==> src/rtl/iowin_pkg.sv <==
`timescale 1ns/1ps
package iowin_pkg;

  localparam int LANES  = 4;
  localparam int DATA_W = 8 * LANES;

  typedef enum logic [1:0] {
    SZ_BYTE = 2'd0,
    SZ_HALF = 2'd1,
    SZ_WORD = 2'd2,
    SZ_WIDE = 2'd3
  } acc_size_e;

  typedef enum logic [1:0] {
    SW_NONE = 2'd0,
    SW_HALF = 2'd1,
    SW_FULL = 2'd2
  } swap_kind_e;

  // Which lane reordering an access needs.
  function automatic swap_kind_e swap_kind(input acc_size_e sz, input logic be);
    swap_kind_e k;
    if (!be) k = SW_NONE;
    else begin
      case (sz)
        SZ_BYTE: k = SW_NONE;
        SZ_HALF: k = SW_HALF;
        default: k = SW_FULL;
      endcase
    end
    return k;
  endfunction

endpackage

==> src/rtl/iowin_addr_map.sv <==
`timescale 1ns/1ps
module iowin_addr_map #(
  parameter int          ADDR_W     = 32,
  parameter logic [31:0] WIN_BASE   = 32'h8000_0000,
  parameter int          WIN_BITS   = 23,
  parameter int          PORT_AW    = 16,
  parameter int          PAGE_SHIFT = 12,
  parameter int          GROUP_BITS = 5
) (
  input  logic [ADDR_W-1:0]  addr,
  input  logic               sparse,
  output logic               hit,
  output logic [PORT_AW-1:0] port_addr
);
  localparam int SPAN_BITS = PORT_AW - GROUP_BITS;
  localparam int TAG_W     = ADDR_W - WIN_BITS;
  localparam logic [TAG_W-1:0] WIN_TAG = WIN_BASE[ADDR_W-1:WIN_BITS];

  function automatic logic in_window(input logic [ADDR_W-1:0] a);
    return a[ADDR_W-1:WIN_BITS] == WIN_TAG;
  endfunction

  function automatic logic [PORT_AW-1:0] dense_map(input logic [ADDR_W-1:0] a);
    return a[PORT_AW-1:0];
  endfunction

  // One page of the window becomes one group of ports.
  function automatic logic [PORT_AW-1:0] sparse_map(input logic [ADDR_W-1:0] a);
    return {a[PAGE_SHIFT +: SPAN_BITS], a[GROUP_BITS-1:0]};
  endfunction

  logic [PORT_AW-1:0] dense_addr;
  logic [PORT_AW-1:0] sparse_addr;

  always_comb begin
    hit         = in_window(addr);
    dense_addr  = dense_map(addr);
    sparse_addr = sparse_map(addr);
    port_addr   = sparse ? sparse_addr : dense_addr;
  end
endmodule

==> src/rtl/iowin_lane_swap.sv <==
`timescale 1ns/1ps
module iowin_lane_swap
  import iowin_pkg::*;
#(
  parameter int NLANES = LANES
) (
  input  logic [8*NLANES-1:0] din,
  input  logic [1:0]          size,
  input  logic                be,
  output logic [8*NLANES-1:0] dout
);
  logic [8*NLANES-1:0] rev_all;
  logic [8*NLANES-1:0] rev_low;
  swap_kind_e          kind;

  for (genvar i = 0; i < NLANES; i++) begin : g_rev
    assign rev_all[8*i +: 8] = din[8*(NLANES-1-i) +: 8];
  end

  for (genvar i = 0; i < NLANES; i++) begin : g_half
    if (i < 2) begin : g_lo
      assign rev_low[8*i +: 8] = din[8*(1-i) +: 8];
    end else begin : g_hi
      assign rev_low[8*i +: 8] = din[8*i +: 8];
    end
  end

  always_comb begin
    kind = swap_kind(acc_size_e'(size), be);
    case (kind)
      SW_HALF: dout = rev_low;
      SW_FULL: dout = rev_all;
      default: dout = din;
    endcase
  end
endmodule

==> src/rtl/iowin_read_ret.sv <==
`timescale 1ns/1ps
module iowin_read_ret
  import iowin_pkg::*;
(
  input  logic              clk,
  input  logic              rst_n,
  input  logic              start_hit,
  input  logic              start_miss,
  input  logic [1:0]        req_size,
  input  logic              req_be,
  input  logic              port_rvalid,
  input  logic [DATA_W-1:0] port_rdata,
  output logic              pend,
  output logic              ret_fire,
  output logic              cpu_rvalid,
  output logic [DATA_W-1:0] cpu_rdata
);
  logic [1:0]        cap_size;
  logic              cap_be;
  logic [DATA_W-1:0] swapped;

  iowin_lane_swap #(.NLANES(LANES)) u_rswap (
    .din  (port_rdata),
    .size (cap_size),
    .be   (cap_be),
    .dout (swapped)
  );

  assign ret_fire = pend && port_rvalid;

  always_ff @(posedge clk) begin
    if (!rst_n) begin
      pend       <= 1'b0;
      cap_size   <= 2'd0;
      cap_be     <= 1'b0;
      cpu_rvalid <= 1'b0;
      cpu_rdata  <= '0;
    end else begin
      if (ret_fire) begin
        pend       <= 1'b0;
        cpu_rvalid <= 1'b1;
        cpu_rdata  <= swapped;
      end else if (start_miss && !pend) begin
        cpu_rvalid <= 1'b1;
        cpu_rdata  <= '0;
      end else begin
        cpu_rvalid <= 1'b0;
      end
      if (start_hit && !pend) begin
        pend     <= 1'b1;
        cap_size <= req_size;
        cap_be   <= req_be;
      end
    end
  end
endmodule

==> src/rtl/iowin_xlate.sv <==
`timescale 1ns/1ps
module iowin_xlate
  import iowin_pkg::*;
#(
  parameter logic [31:0] WIN_BASE   = 32'h8000_0000,
  parameter int          WIN_BITS   = 23,
  parameter int          PORT_AW    = 16,
  parameter int          PAGE_SHIFT = 12,
  parameter int          GROUP_BITS = 5
) (
  input  logic               clk,
  input  logic               rst_n,
  input  logic [31:0]        cpu_addr,
  input  logic [1:0]         cpu_size,
  input  logic               cpu_rd,
  input  logic               cpu_wr,
  input  logic [31:0]        cpu_wdata,
  input  logic               map_sparse,
  input  logic               big_endian,
  input  logic [31:0]        port_rdata,
  input  logic               port_rvalid,
  output logic [PORT_AW-1:0] port_addr,
  output logic               port_rd,
  output logic               port_wr,
  output logic [1:0]         port_size,
  output logic [31:0]        port_wdata,
  output logic [31:0]        cpu_rdata,
  output logic               cpu_rvalid
);
  // Named internal events, used by the bound checker.
  logic               acc_hit;
  logic               acc_wr;
  logic               acc_rd;
  logic               rd_pend;
  logic               ret_fire;
  logic [PORT_AW-1:0] mapped_addr;
  logic [31:0]        wdata_sw;

  assign acc_wr = cpu_wr;
  assign acc_rd = cpu_rd && !cpu_wr;

  iowin_addr_map #(
    .ADDR_W     (32),
    .WIN_BASE   (WIN_BASE),
    .WIN_BITS   (WIN_BITS),
    .PORT_AW    (PORT_AW),
    .PAGE_SHIFT (PAGE_SHIFT),
    .GROUP_BITS (GROUP_BITS)
  ) u_map (
    .addr      (cpu_addr),
    .sparse    (map_sparse),
    .hit       (acc_hit),
    .port_addr (mapped_addr)
  );

  iowin_lane_swap #(.NLANES(LANES)) u_wswap (
    .din  (cpu_wdata),
    .size (cpu_size),
    .be   (big_endian),
    .dout (wdata_sw)
  );

  iowin_read_ret u_ret (
    .clk         (clk),
    .rst_n       (rst_n),
    .start_hit   (acc_rd && acc_hit),
    .start_miss  (acc_rd && !acc_hit),
    .req_size    (cpu_size),
    .req_be      (big_endian),
    .port_rvalid (port_rvalid),
    .port_rdata  (port_rdata),
    .pend        (rd_pend),
    .ret_fire    (ret_fire),
    .cpu_rvalid  (cpu_rvalid),
    .cpu_rdata   (cpu_rdata)
  );

  always_ff @(posedge clk) begin
    if (!rst_n) begin
      port_addr  <= '0;
      port_rd    <= 1'b0;
      port_wr    <= 1'b0;
      port_size  <= 2'd0;
      port_wdata <= '0;
    end else begin
      port_wr <= acc_wr && acc_hit;
      port_rd <= acc_rd && acc_hit && !rd_pend;
      if ((acc_wr || acc_rd) && acc_hit) begin
        port_addr <= mapped_addr;
        port_size <= cpu_size;
      end
      if (acc_wr && acc_hit) port_wdata <= wdata_sw;
    end
  end
endmodule

==> config.mk <==
export PLATFORM = sky130hd
export DESIGN_NAME = iowin_xlate
export DESIGN_NICKNAME = d
export VERILOG_FILES = /design/src/rtl/iowin_pkg.sv /design/src/rtl/iowin_addr_map.sv /design/src/rtl/iowin_lane_swap.sv /design/src/rtl/iowin_read_ret.sv /design/src/rtl/iowin_xlate.sv
export SDC_FILE = /design/constraint.sdc
export NUM_CORES = 1
export LEC_CHECK = 0
export BUFFER_PORTS_ARGS = -buffer_cell sky130_fd_sc_hd__buf_4
export CAP_MARGIN = 0
export CORE_AREA = 2 2 117 119
export CTS_BUF_LIST = sky130_fd_sc_hd__clkbuf_8
export DETAILED_ROUTE_END_ITERATION = 12
export DIE_AREA = 0 0 119 121
export SLEW_MARGIN = 30
export SYNTH_ARGS = -nofsm -noshare
export SYNTH_HDL_FRONTEND = slang
export SYNTH_SLANG_ARGS = --single-unit
==> constraint.sdc <==
create_clock -name clk -period 4.1 [get_ports clk]
set_input_delay 0.41 -clock clk [delete_from_list [all_inputs] [get_ports clk]]
set_output_delay 0.41 -clock clk [all_outputs]
set_load 0.01 [all_outputs]
# After elaboration in Yosys (flattened, before gate mapping)
# Index checks and enable logic that the tools add are counted.
# word_totals
ff_bits	89
latch_bits	0
mem_bits_rw	0
mem_bits_ro	0
mem_count	0
# classes
add_sub_neg	0
multipliers	0
div_mod_pow	0
magnitude_cmp	0
eq_ne	7
n_shift	0
n_mux	13
n_bitwise	0
n_reduce_logical	16
# ops
operator	count
32-bit case mux with 2 select lines	2
32-bit two-way mux	2
16-bit two-way mux	1
9-bit equality test (second input constant)	1
2-bit by 1-bit equality test with 1-bit output (second input constant)	4
1-bit logical AND	8
2-bit case mux with 2 select lines	2
2-bit equality test (second input constant)	2
2-bit zero test	2
1-bit two-way mux	4
2-bit two-way mux	2
2-bit nonzero test	2
1-bit zero test	3
1-bit logical OR	1

# Longest topological paths before layout
# depth
word_depth	6
ltp_mapped	6
depth_no_buf	4

# Cells and area by module
# Synthesis repeated with hierarchy kept, for this count alone.
# hier_totals
hier_cells	620
area_unflattened_um2	5482.8
# by_module_without_submodules
module	instances	cells_each	area_per_inst_um2
iowin_xlate	1	231	2218.4
iowin_read_ret	1	185	1681.6
iowin_lane_swap	2	92	675.6
iowin_addr_map	1	20	231.5

# Worst setup path after synthesis
# Ideal clock, no wire load.
# synth_path
kind	input to register
from	input port cpu_addr[24]
to	register port_addr[11]
arrival_ns	1.435
required_ns	3.984
slack_ns	2.549
stages	6
path_cell_list	nor3_1 -> and4b_1 -> buf_2 -> buf_4 -> nand2_1 -> o211a_1
# synth_between
elab_chain_len	2
# synth_rtl
element	line	rtl
start, declared	iowin_xlate.sv:13	input logic [31:0] cpu_addr,
9-bit equality test	iowin_addr_map.sv:20	return a[ADDR_W-1:WIN_BITS] == WIN_TAG;
1-bit logical AND	iowin_xlate.sv:88	if ((acc_wr || acc_rd) && acc_hit) begin
end signal, assigned	iowin_xlate.sv:89	port_addr <= mapped_addr;
end, declared	iowin_xlate.sv:22	output logic [PORT_AW-1:0] port_addr,
# Every way passes these cells.
# A chain may end at the register's enable or synchronous reset.

==> reports/qor.txt <==
Most used DFF post-synth: dfxtp_1
Yosys cell types: 33
TritonCTS clock tree: done
Drt drc: 0
Via density per instance: 5.05
Syn nets: 551
Final worst path period share: 48.2%
Post-CTS Hold Fix Bufs: 0
WS Path Type: in2reg
Number of setup violations in the final report: 0
Leak: 2.99 nW
Post_cts resized: 0
Initial core utilization: 31.4%
CTS buffer count: 9
Vias in the first global route: 3,926
VDD IR max: 0.186 mV
Die W: 119 µm
Routability congestion estimate: 0.895
DRT iter0 DRCs: 306
Worst R2R Start: u_ret.pend
Vias: 3,977
Slew @ Worst Pin: 0.841 ns
Latest clock arrival within the worst-skew pair: 0.36 ns
Worst Path Required: 4.39 ns
Synthesized area per cell: 9.20 µm²
Pre-antenna DRT Iters: 4
Top cell type by total area after synthesis: dfxtp_1
Share of cells above drive strength 1: 34.5%
Detailed Route WL: 12.9 mm
Die area: 14,400 µm²
Die Ht: 121 µm
Setup crit end kind: flop
Sequential Area: 1780 µm²
Cells on worst reg2reg path: 4
Outcome: completed
Final min period: 1.98 ns
Terminus of the critical flop-to-flop path: u_ret.cap_size[0]
Setup tns final: 0 ns
Max H-tree Level: 3
Grt total ovfl: 0
Clock Tree Buf Depth: 2
Top post-synthesis cells by area: dfxtp_1 43%, mux2i_1 9.8%, nand3_1 7.3%
Synth warn: 0
Max Cap Viol: 0
Number of setup buffers added after CTS: 0
Hpwl dp: 9.43 mm
Most frequent cells in the layout: 192 x buf_4, 89 x dfxtp_1, 60 x nand3_1
Placed cells: 771
I/O pin total: 190
Async S/R FF share, synth: 0%
Port-buffer cells: 189
Global-route wire length before repair: 20.6 mm
Skew final: 0.0116 ns
Power per cell area: 295 nW/µm²
WHS Path Cells: 3
Power, Total: 1.70 mW
Slew Viols, Final: 0
Row count: 42
Initial antenna violation count: 0
Post-synth EDFFs: 0
Root Buffer: clkbuf_8
Max-slew headroom: 43.9%
RSZ-0062 raised after global routing: false
Area Growth Syn to Fin: 40.6%
Min-Delay Path Class: in2reg
Mapped Area: 4100 µm²
CP arrival: 2.27 ns
Clk sinks: 89
FF+latch count, synth: 89
Area of the multi-input gates: 2120 µm²
Fill cell count: 1,332
Min-Delay Endpoint: port_addr[3]
Max Fclk: 506 MHz
Global Route Usage Sum: 18.1%
Routed WL per cell: 16.4 µm
Seq/Total Area, Yosys: 43.4%
Crit start category: primary input
ANT nets after route: 0
Hold_sp: cpu_addr[3]
Fin Hold WS: 0.258 ns
Largest net degree at the start of global routing: 87
Antenna cells: 0
Leading cell type in the layout, fill and taps excluded: buf_4
Max FO, Critical Path: 86
R2R Setup Slk: 2.43 ns
Area of the core: 13,100 µm²
Post-synth top area share: 43.4%
Clk pin slew, worst setup/hold paths: 0.09 ns
Final hold violations: 0
Nets: 711
Final non-filler cell total: 787
Synth Instances: 446
worst max path at each step:
stage          cells past startpoint          from                  end
5_1_grt                            4         rst_n  u_ret.cpu_rdata[14]
3_3_place_gp                       5  cpu_addr[24]        port_addr[14]
2_1_floorplan                      6  cpu_addr[24]        port_addr[11]
6_report                           4         rst_n  u_ret.cpu_rdata[14]
4_1_cts                            5  cpu_addr[24]       port_wdata[27]
3_5_place_dp                       5  cpu_addr[24]       port_wdata[27]
cell type report:
type / count / area share [%]
multi-input combinational: 314 / 36.8
sequential: 89 / 30.9
timing repair buffer: 192 / 25.0
tap: 176 / 3.82
clock buffer: 9 / 2.15
clock inverter: 7 / 1.39
through the flow:
| step | util, % | cell area [µm²] | setup WS [ns] |
|---|---|---|---|
| 2_1_floorplan | - | 4100 | 2.55 |
| 3_3_place_gp | 42.4 | 5550 | 1.70 |
| 3_5_place_dp | 42.4 | 5550 | 1.55 |
| 4_1_cts | 44.0 | 5760 | 1.97 |
| 5_1_grt | 44.1 | 5770 | 1.95 |
| 6_report | 44.1 | 5770 | 2.12 |
cells by family (layout without fill, tap and decap cells):
logic type	after synthesis	after routing	share of synthesized area, %
AND/OR/NAND/NOR	149	149	16.7
AO/OA/AOI/OAI	125	125	24.9
flip-flops	89	89	43.4
buffers and inverters	43	208	5.21
multiplexers	40	40	9.76
report_power, final:
part | internal [mW] | switching [mW]
clock network | 0.334 | 0.309
registers | 0.864 | 0.000513
logic | 0.0961 | 0.0979
critical path, stage by stage:
cell and delay, ns:
buf_4 0.60, and3_1 0.75, o221ai_1 0.26, o2bb2ai_1 0.20
flip-flops by register name, summed over array words and instances (netlist names):
register and flops:
port_rd 1, port_addr 16, u_ret.pend 1, u_ret.cpu_rdata 32
port_size 2, port_wdata 32, u_ret.cap_be 1, u_ret.cap_size 2
u_ret.cpu_rvalid 1, port_wr 1
layer usage:
layer	track usage, %	up-vias	part of all wire (%)
li1	-	1986	-
met1	24.1	1815	46
met2	27.0	162	44
met3	5.78	14	8.3
met4	7.44	0	1.5
met5	0	-	0
synthesized netlist by cell type (2+ instances only):
cell type	count
a22o_1	13
buf_1	4
buf_2	9
buf_4	11
clkbuf_1	19
dfxtp_1	89
mux2i_1	40
nand2_1	56
nand3_1	60
nand4_1	2
nor2_1	21
o211a_1	27
o21ai_0	19
o21ai_1	4
o221ai_1	19
o22a_1	3
o2bb2ai_1	19
o31ai_1	16
Note: power is estimated with default switching activity, not from simulation.
